$ cat src/rtl/fsl_pkg.sv
package fsl_pkg;
  typedef enum logic [1:0] {
    SEQ_IDLE  = 2'd0,
    SEQ_SHIFT = 2'd1,
    SEQ_TAIL  = 2'd2
  } seq_state_e;

  localparam logic [1:0] MODE_CLK_ONLY = 2'b10;
  localparam logic [1:0] MODE_RUN      = 2'b11;
endpackage

$ cat src/rtl/sclk_divider.sv
module sclk_divider #(
  parameter int DIV_W   = 5,
  parameter int DIV_MIN = 2,
  parameter int DIV_MAX = 17
) (
  input  logic             clk,
  input  logic             rst_n,
  input  logic             run_i,
  input  logic [DIV_W-1:0] ratio_i,
  output logic             sck_o,
  output logic             rise_o,
  output logic             fall_o
);
  localparam logic [DIV_W-1:0] ONE   = DIV_W'(1);
  localparam logic [DIV_W-1:0] LO_LIM = DIV_W'(DIV_MIN);
  localparam logic [DIV_W-1:0] HI_LIM = DIV_W'(DIV_MAX);

  logic [DIV_W-1:0] n_eff, hi_len, lo_len, cnt_q, cnt_d;
  logic             sck_d;

  always_comb begin
    if (ratio_i < LO_LIM)      n_eff = LO_LIM;
    else if (ratio_i > HI_LIM) n_eff = HI_LIM;
    else                       n_eff = ratio_i;
    lo_len = n_eff >> 1;
    hi_len = lo_len + {{(DIV_W-1){1'b0}}, n_eff[0]};
  end

  // The strobe marks the cycle whose closing edge toggles sck
  assign rise_o = run_i & ~sck_o & (cnt_q == '0);
  assign fall_o = run_i &  sck_o & (cnt_q == '0);

  always_comb begin
    sck_d = sck_o;
    cnt_d = cnt_q;
    if (!run_i) begin
      sck_d = 1'b0;
      cnt_d = '0;
    end else if (rise_o) begin
      sck_d = 1'b1;
      cnt_d = hi_len - ONE;
    end else if (fall_o) begin
      sck_d = 1'b0;
      cnt_d = lo_len - ONE;
    end else begin
      cnt_d = cnt_q - ONE;
    end
  end

  always_ff @(posedge clk or negedge rst_n) begin
    if (!rst_n) begin
      sck_o <= 1'b0;
      cnt_q <= '0;
    end else begin
      sck_o <= sck_d;
      cnt_q <= cnt_d;
    end
  end
endmodule

$ cat src/rtl/frame_seq.sv
module frame_seq
  import fsl_pkg::*;
#(
  parameter int FRAME_W = 26,
  parameter int GAP_W   = 4
) (
  input  logic             clk,
  input  logic             rst_n,
  input  logic [1:0]       mode_i,
  input  logic [GAP_W-1:0] gap_i,
  input  logic             abort_i,
  input  logic             rise_i,
  input  logic             fall_i,
  input  logic             tx_valid_i,
  output logic             tx_ready_o,
  output logic             sel_o,
  output logic             load_o,
  output logic             shift_o,
  output logic             cap_o,
  output logic             deliver_o,
  output logic             clear_o
);
  localparam int BIT_W = $clog2(FRAME_W);
  localparam logic [BIT_W-1:0] LAST_BIT = BIT_W'(FRAME_W - 1);

  seq_state_e       st_q, st_d;
  logic [BIT_W-1:0] bit_q, bit_d;
  logic [GAP_W-1:0] idle_q, idle_d;
  logic             pend_q, pend_d, sel_d;
  logic             run, full, kill, pend_now, accept;

  assign run        = mode_i[1];
  assign full       = (mode_i == MODE_RUN);
  assign kill       = abort_i | ~full;
  assign pend_now   = pend_q | ((st_q != SEQ_IDLE) & kill);
  assign tx_ready_o = rise_i & (st_q == SEQ_IDLE) & full & (idle_q >= gap_i) & ~abort_i;
  assign accept     = tx_ready_o & tx_valid_i;

  always_comb begin
    st_d      = st_q;
    bit_d     = bit_q;
    idle_d    = idle_q;
    pend_d    = pend_now;
    sel_d     = sel_o;
    load_o    = 1'b0;
    shift_o   = 1'b0;
    cap_o     = 1'b0;
    deliver_o = 1'b0;
    clear_o   = 1'b0;
    if (!run) begin
      st_d    = SEQ_IDLE;
      sel_d   = 1'b0;
      pend_d  = 1'b0;
      clear_o = 1'b1;
    end else if (rise_i) begin
      if (st_q == SEQ_IDLE) begin
        if (accept) begin
          st_d   = SEQ_SHIFT;
          sel_d  = 1'b1;
          bit_d  = '0;
          load_o = 1'b1;
        end else if (idle_q != '1) begin
          idle_d = idle_q + GAP_W'(1);
        end
      end else if ((st_q == SEQ_TAIL) || pend_now) begin
        st_d    = SEQ_IDLE;
        sel_d   = 1'b0;
        idle_d  = '0;
        pend_d  = 1'b0;
        clear_o = 1'b1;
      end else begin
        shift_o = 1'b1;
      end
    end else if (fall_i && (st_q == SEQ_SHIFT)) begin
      cap_o = 1'b1;
      if (bit_q == LAST_BIT) begin
        st_d      = SEQ_TAIL;
        deliver_o = ~pend_now;
      end else begin
        bit_d = bit_q + BIT_W'(1);
      end
    end
  end

  always_ff @(posedge clk or negedge rst_n) begin
    if (!rst_n) begin
      st_q   <= SEQ_IDLE;
      bit_q  <= '0;
      idle_q <= '0;
      pend_q <= 1'b0;
      sel_o  <= 1'b0;
    end else begin
      st_q   <= st_d;
      bit_q  <= bit_d;
      idle_q <= idle_d;
      pend_q <= pend_d;
      sel_o  <= sel_d;
    end
  end
endmodule

$ cat src/rtl/shift_path.sv
module shift_path #(
  parameter int FRAME_W = 26
) (
  input  logic               clk,
  input  logic               rst_n,
  input  logic               load_i,
  input  logic               shift_i,
  input  logic               cap_i,
  input  logic               deliver_i,
  input  logic               clear_i,
  input  logic [FRAME_W-1:0] tx_data_i,
  input  logic               sdi_i,
  output logic               sdo_o,
  output logic [FRAME_W-1:0] rx_data_o,
  output logic               rx_valid_o
);
  logic [FRAME_W-1:0] tx_q, tx_d, rx_q, rx_d;

  assign rx_d  = {rx_q[FRAME_W-2:0], sdi_i};
  assign sdo_o = tx_q[FRAME_W-1];

  always_comb begin
    tx_d = tx_q;
    if (clear_i)      tx_d = '0;
    else if (load_i)  tx_d = tx_data_i;
    else if (shift_i) tx_d = tx_q << 1;
  end

  always_ff @(posedge clk or negedge rst_n) begin
    if (!rst_n) begin
      tx_q       <= '0;
      rx_q       <= '0;
      rx_data_o  <= '0;
      rx_valid_o <= 1'b0;
    end else begin
      tx_q       <= tx_d;
      rx_valid_o <= deliver_i;
      if (cap_i)     rx_q      <= rx_d;
      if (deliver_i) rx_data_o <= rx_d;
    end
  end
endmodule

$ cat src/rtl/fck_serial_master.sv
module fck_serial_master #(
  parameter int FRAME_W = 26,
  parameter int DIV_W   = 5,
  parameter int DIV_MIN = 2,
  parameter int DIV_MAX = 17,
  parameter int GAP_W   = 4
) (
  input  logic               clk,
  input  logic               rst_n,
  input  logic [1:0]         mode_i,
  input  logic [DIV_W-1:0]   div_i,
  input  logic [GAP_W-1:0]   gap_i,
  input  logic               abort_i,
  input  logic [FRAME_W-1:0] tx_data_i,
  input  logic               tx_valid_i,
  output logic               tx_ready_o,
  output logic [FRAME_W-1:0] rx_data_o,
  output logic               rx_valid_o,
  output logic               sck_o,
  output logic               sel_o,
  output logic               sdo_o,
  input  logic               sdi_i
);
  logic [1:0] rs_q;
  logic       rst_core_n;
  logic       rise, fall, load, shift, cap, deliver, clear;

  // Assert asynchronously, release on the clock
  always_ff @(posedge clk or negedge rst_n) begin
    if (!rst_n) rs_q <= 2'b00;
    else        rs_q <= {rs_q[0], 1'b1};
  end
  assign rst_core_n = rs_q[1];

  sclk_divider #(.DIV_W(DIV_W), .DIV_MIN(DIV_MIN), .DIV_MAX(DIV_MAX)) u_div (
    .clk(clk), .rst_n(rst_core_n), .run_i(mode_i[1]), .ratio_i(div_i),
    .sck_o(sck_o), .rise_o(rise), .fall_o(fall)
  );

  frame_seq #(.FRAME_W(FRAME_W), .GAP_W(GAP_W)) u_seq (
    .clk(clk), .rst_n(rst_core_n), .mode_i(mode_i), .gap_i(gap_i),
    .abort_i(abort_i), .rise_i(rise), .fall_i(fall), .tx_valid_i(tx_valid_i),
    .tx_ready_o(tx_ready_o), .sel_o(sel_o), .load_o(load), .shift_o(shift),
    .cap_o(cap), .deliver_o(deliver), .clear_o(clear)
  );

  shift_path #(.FRAME_W(FRAME_W)) u_path (
    .clk(clk), .rst_n(rst_core_n), .load_i(load), .shift_i(shift),
    .cap_i(cap), .deliver_i(deliver), .clear_i(clear), .tx_data_i(tx_data_i),
    .sdi_i(sdi_i), .sdo_o(sdo_o), .rx_data_o(rx_data_o), .rx_valid_o(rx_valid_o)
  );
endmodule

$ cat config.mk
export PLATFORM = sky130hd
export DESIGN_NAME = fck_serial_master
export DESIGN_NICKNAME = d
export VERILOG_FILES = /design/src/rtl/fsl_pkg.sv /design/src/rtl/sclk_divider.sv /design/src/rtl/frame_seq.sv /design/src/rtl/shift_path.sv /design/src/rtl/fck_serial_master.sv
export SDC_FILE = /design/constraint.sdc
export NUM_CORES = 1
export LEC_CHECK = 0
export BUFFER_PORTS_ARGS = -buffer_cell sky130_fd_sc_hd__buf_2
export CAP_MARGIN = 25
export CORE_MARGIN = 1
export CORE_UTILIZATION = 30
export CTS_CLUSTER_DIAMETER = 50
export DETAILED_ROUTE_END_ITERATION = 7
export SLEW_MARGIN = 40
export SYNTH_ARGS = -nofsm -noshare
export SYNTH_HDL_FRONTEND = slang
export SYNTH_SLANG_ARGS = --single-unit
$ cat constraint.sdc
create_clock -name clk -period 3.1 [get_ports clk]
set_input_delay 0.93 -clock clk [delete_from_list [all_inputs] [get_ports clk]]
set_output_delay 0.93 -clock clk [all_outputs]
set_load 0.05 [all_outputs]
==> metrics.txt <==
flop2flop setup slack 0.72 ns; most frequent cells in the layout 98 x dfrtp_1, 85 x nand2_1, 71 x buf_2; Clock Latency Late Sink 0.35 ns; WS Path Type in -> out; Critical Path End tx_ready_o; Routed Antenna Nets 0; Worst setup SP type primary input; Port Buf Inserts 72; ys async rst share 1.000; largest fanout on the critical path 2; clock-pin slew on the worst setup and hold paths 0.07 ns; first-pass GRT wire length 16290 um; WP data required 2.17 ns; die width 124.7 um; status completed; worst-case reg-to-reg path depth 5; drt wl/cell 14.06 um; Crit. End Element primary output; Max clock buf depth 2; Final min period 2.987 ns; GR Util All Layers 0.1306; Area Overhead vs Synth 20.45%; slowest cell delay on critical path 0.33 ns; skew final 0.008684 ns; Core Region 14590 um2; total CTS buffers 9; Rows 44; CP max-delay cell a2111oi_4; CTS tree built; vias in the first global route 3397; final std cells w/o fill 670; GP Congestion 0.7837; DP HPWL 6351 um; MaxCap Viol Count 0; CTS Hold Bufs 0; worst-margin pin slew 0.6067 ns; Hold Crit Class in -> async; Mapped Avg Cell Area 11.15 um2; IO Count 73; DRT Pass-1 Iters 4; pre-CTS WS -0.02726 ns; Relative slew margins 0.5955; clock root buffer clkbuf_16; largest net degree at the start of global routing 47; DRC viols 0; Setup WS post-layout 0.1125 ns; Ant. Diodes 0; Netlist cell types 59; crit-path cells buf_2 > ha_1 > nand2b_4 > a2111oi_4 > nor3_2 > buf_4; reg-to-reg critical path endpoint u_path.tx_q[8]; initial core utilization 0.3095; Main synth FF type dfrtp_1; cells after synthesis 405; Finish-stage setup viols 0; Period Utilization, post-route 0.9637; most common cell after layout, fill and taps aside dfrtp_1; cell total after placement 654; die area 15550 um2; number of buffers added for setup after CTS 0; GRT overflow 0; layout cell share with drive strength beyond 1 0.2984; Fin. Hold Viols 0; H-Tree Depth 3; Fmax achieved 334.7 MHz; Max Slew Vio Count 0; drt total wl 9419 um; Mapped Area 4516 um2; Worst Setup SP gap_i[0]; initial antenna violation count 0; Pleak 3.003 nW; Seq/Total Area, Yosys 0.5486; drt via density 4.907; Post-Syn Nets 457; Vias 3288; data arrival time of the critical path 2.06 ns; Clock Sink Count 99; Layout Nets 533; maximum VDD drop 0.3220 mV; Post-synth EDFFs 0; initial drt markers 175; fill count 1466; worst reg2reg path startpoint u_div.cnt_q[3]; Die Height 124.7 um; FF+latch count, synth 99; P per Cell Area 578.6 nW/um2; Synth Warn # 0; unrepaired setup endpoints after global routing false
## what timing repair did
item,4_1_cts,5_1_grt
setup endpoints to repair,1,1
pin swaps,0,1
resized for setup,2,2
## through the flow
step | hold slack (ns) | total power (W) | util | instance area [um2] | setup TNS [ns]
6_report | 0.3494 | 0.003147 | 0.3728 | 5439 | 0
3_5_place_dp | 0.3403 | 0.002072 | 0.3515 | 5129 | -0.02726
3_3_place_gp | 0.3374 | 0.002052 | 0.3515 | 5129 | -0.001053
2_1_floorplan | 0.3312 | 0.001902 | - | 4521 | 0
5_1_grt | 0.3298 | 0.003325 | 0.3728 | 5439 | 0
4_1_cts | 0.3323 | 0.003184 | 0.3720 | 5426 | 0
## where the power goes
part / switching [W] / internal (W) / leakage, nW / total [W]
clock: 0.000512 / 0.000557 / 0.135 / 0.00107
combinational: 0.000349 / 0.000263 / 1.51 / 0.000612
sequential: 0.000106 / 0.00136 / 1.36 / 0.00147
total: 0.000967 / 0.00218 / 3.00 / 0.00315
## cells in the mapped netlist, drive strengths merged, types with 2 or more instances
library cell | number | area, um2
buf | 13 | 86.33
nor4b | 4 | 62.56
or3 | 4 | 25.02
and2 | 3 | 18.77
o221ai | 2 | 17.52
nand2 | 85 | 319.1
dfrtp | 99 | 2477
ha | 10 | 125.1
o21ai | 11 | 58.81
nor2b | 2 | 12.51
a41oi | 2 | 17.52
o41a | 2 | 22.52
a21o | 25 | 187.7
nand3 | 12 | 65.06
inv | 12 | 45.04
nor2 | 11 | 53.80
a21oi | 6 | 30.03
nand2b | 3 | 18.77
a22o | 26 | 227.7
or2 | 2 | 12.51
xor2 | 4 | 35.03
nor3 | 4 | 20.02
nand4 | 5 | 31.28
and3 | 3 | 18.77
mux2 | 26 | 292.8
clkbuf | 6 | 23.77
## kinds of logic (layout without fill, tap and decap cells)
logic type | after synthesis | in the layout | synth area share
adder cells (fa/ha/maj) | 11 | 11 | 0.02993
other | 1 | 1 | 0.0008305
AO/OA/AOI/OAI | 86 | 86 | 0.1488
AND/OR/NAND/NOR | 145 | 145 | 0.1607
flip-flops | 99 | 99 | 0.5486
XOR/XNOR | 5 | 5 | 0.009698
multiplexers | 27 | 27 | 0.06705
buffers and inverters | 31 | 112 | 0.03436
## how the worst min path moves through the flow
stage | to | slack, ns | cells past startpoint
finish | rs_q[1] | 0.35 | 1
CTS | rs_q[1] | 0.33 | 1
detailed placement | rs_q[1] | 0.34 | 0
global route | rs_q[1] | 0.33 | 1
floorplan | rs_q[1] | 0.33 | 0
global placement | rs_q[1] | 0.34 | 0
## sequential cells by signal (all words and copies together) (netlist names)
name               cells
u_seq.st_q             2
u_path.tx_q           26
rs_q                   2
u_seq.sel_o            1
u_seq.pend_q           1
u_div.cnt_q            5
u_path.rx_q           25
u_path.rx_data_o      26
u_path.rx_valid_o      1
u_div.sck_o            1
u_seq.idle_q           4
u_seq.bit_q            5
## metal layers
layer | GRT usage | vias up | share of wire
met5 | 0 | - | 0
met4 | 0.05103 | 0 | 0.017
met3 | 0.03608 | 12 | 0.039
met2 | 0.2086 | 58 | 0.47
met1 | 0.1670 | 1638 | 0.47
li1 | - | 1580 | -
## layout make-up
cell class	instances	area (um2)	area share
Clock buffer	9	225.2	0.04141
Clock inverter	7	57.56	0.01058
Inverter	12	45.04	0.008282
Multi-Input combinational cell	275	1922	0.3533
Sequential cell	99	2481	0.4562
Tap cell	184	230.2	0.04233
Timing Repair Buffer	84	478.0	0.08788
## critical path: cells and delay by family
| kind | cells | cell delay (ns) |
|---|---|---|
| simple gates | 2 | 0.23 |
| compound gates | 1 | 0.33 |
| buf+inv | 2 | 0.29 |
| fa+ha+maj | 1 | 0.28 |
No activity file was read; power rests on OpenSTA's default activity.
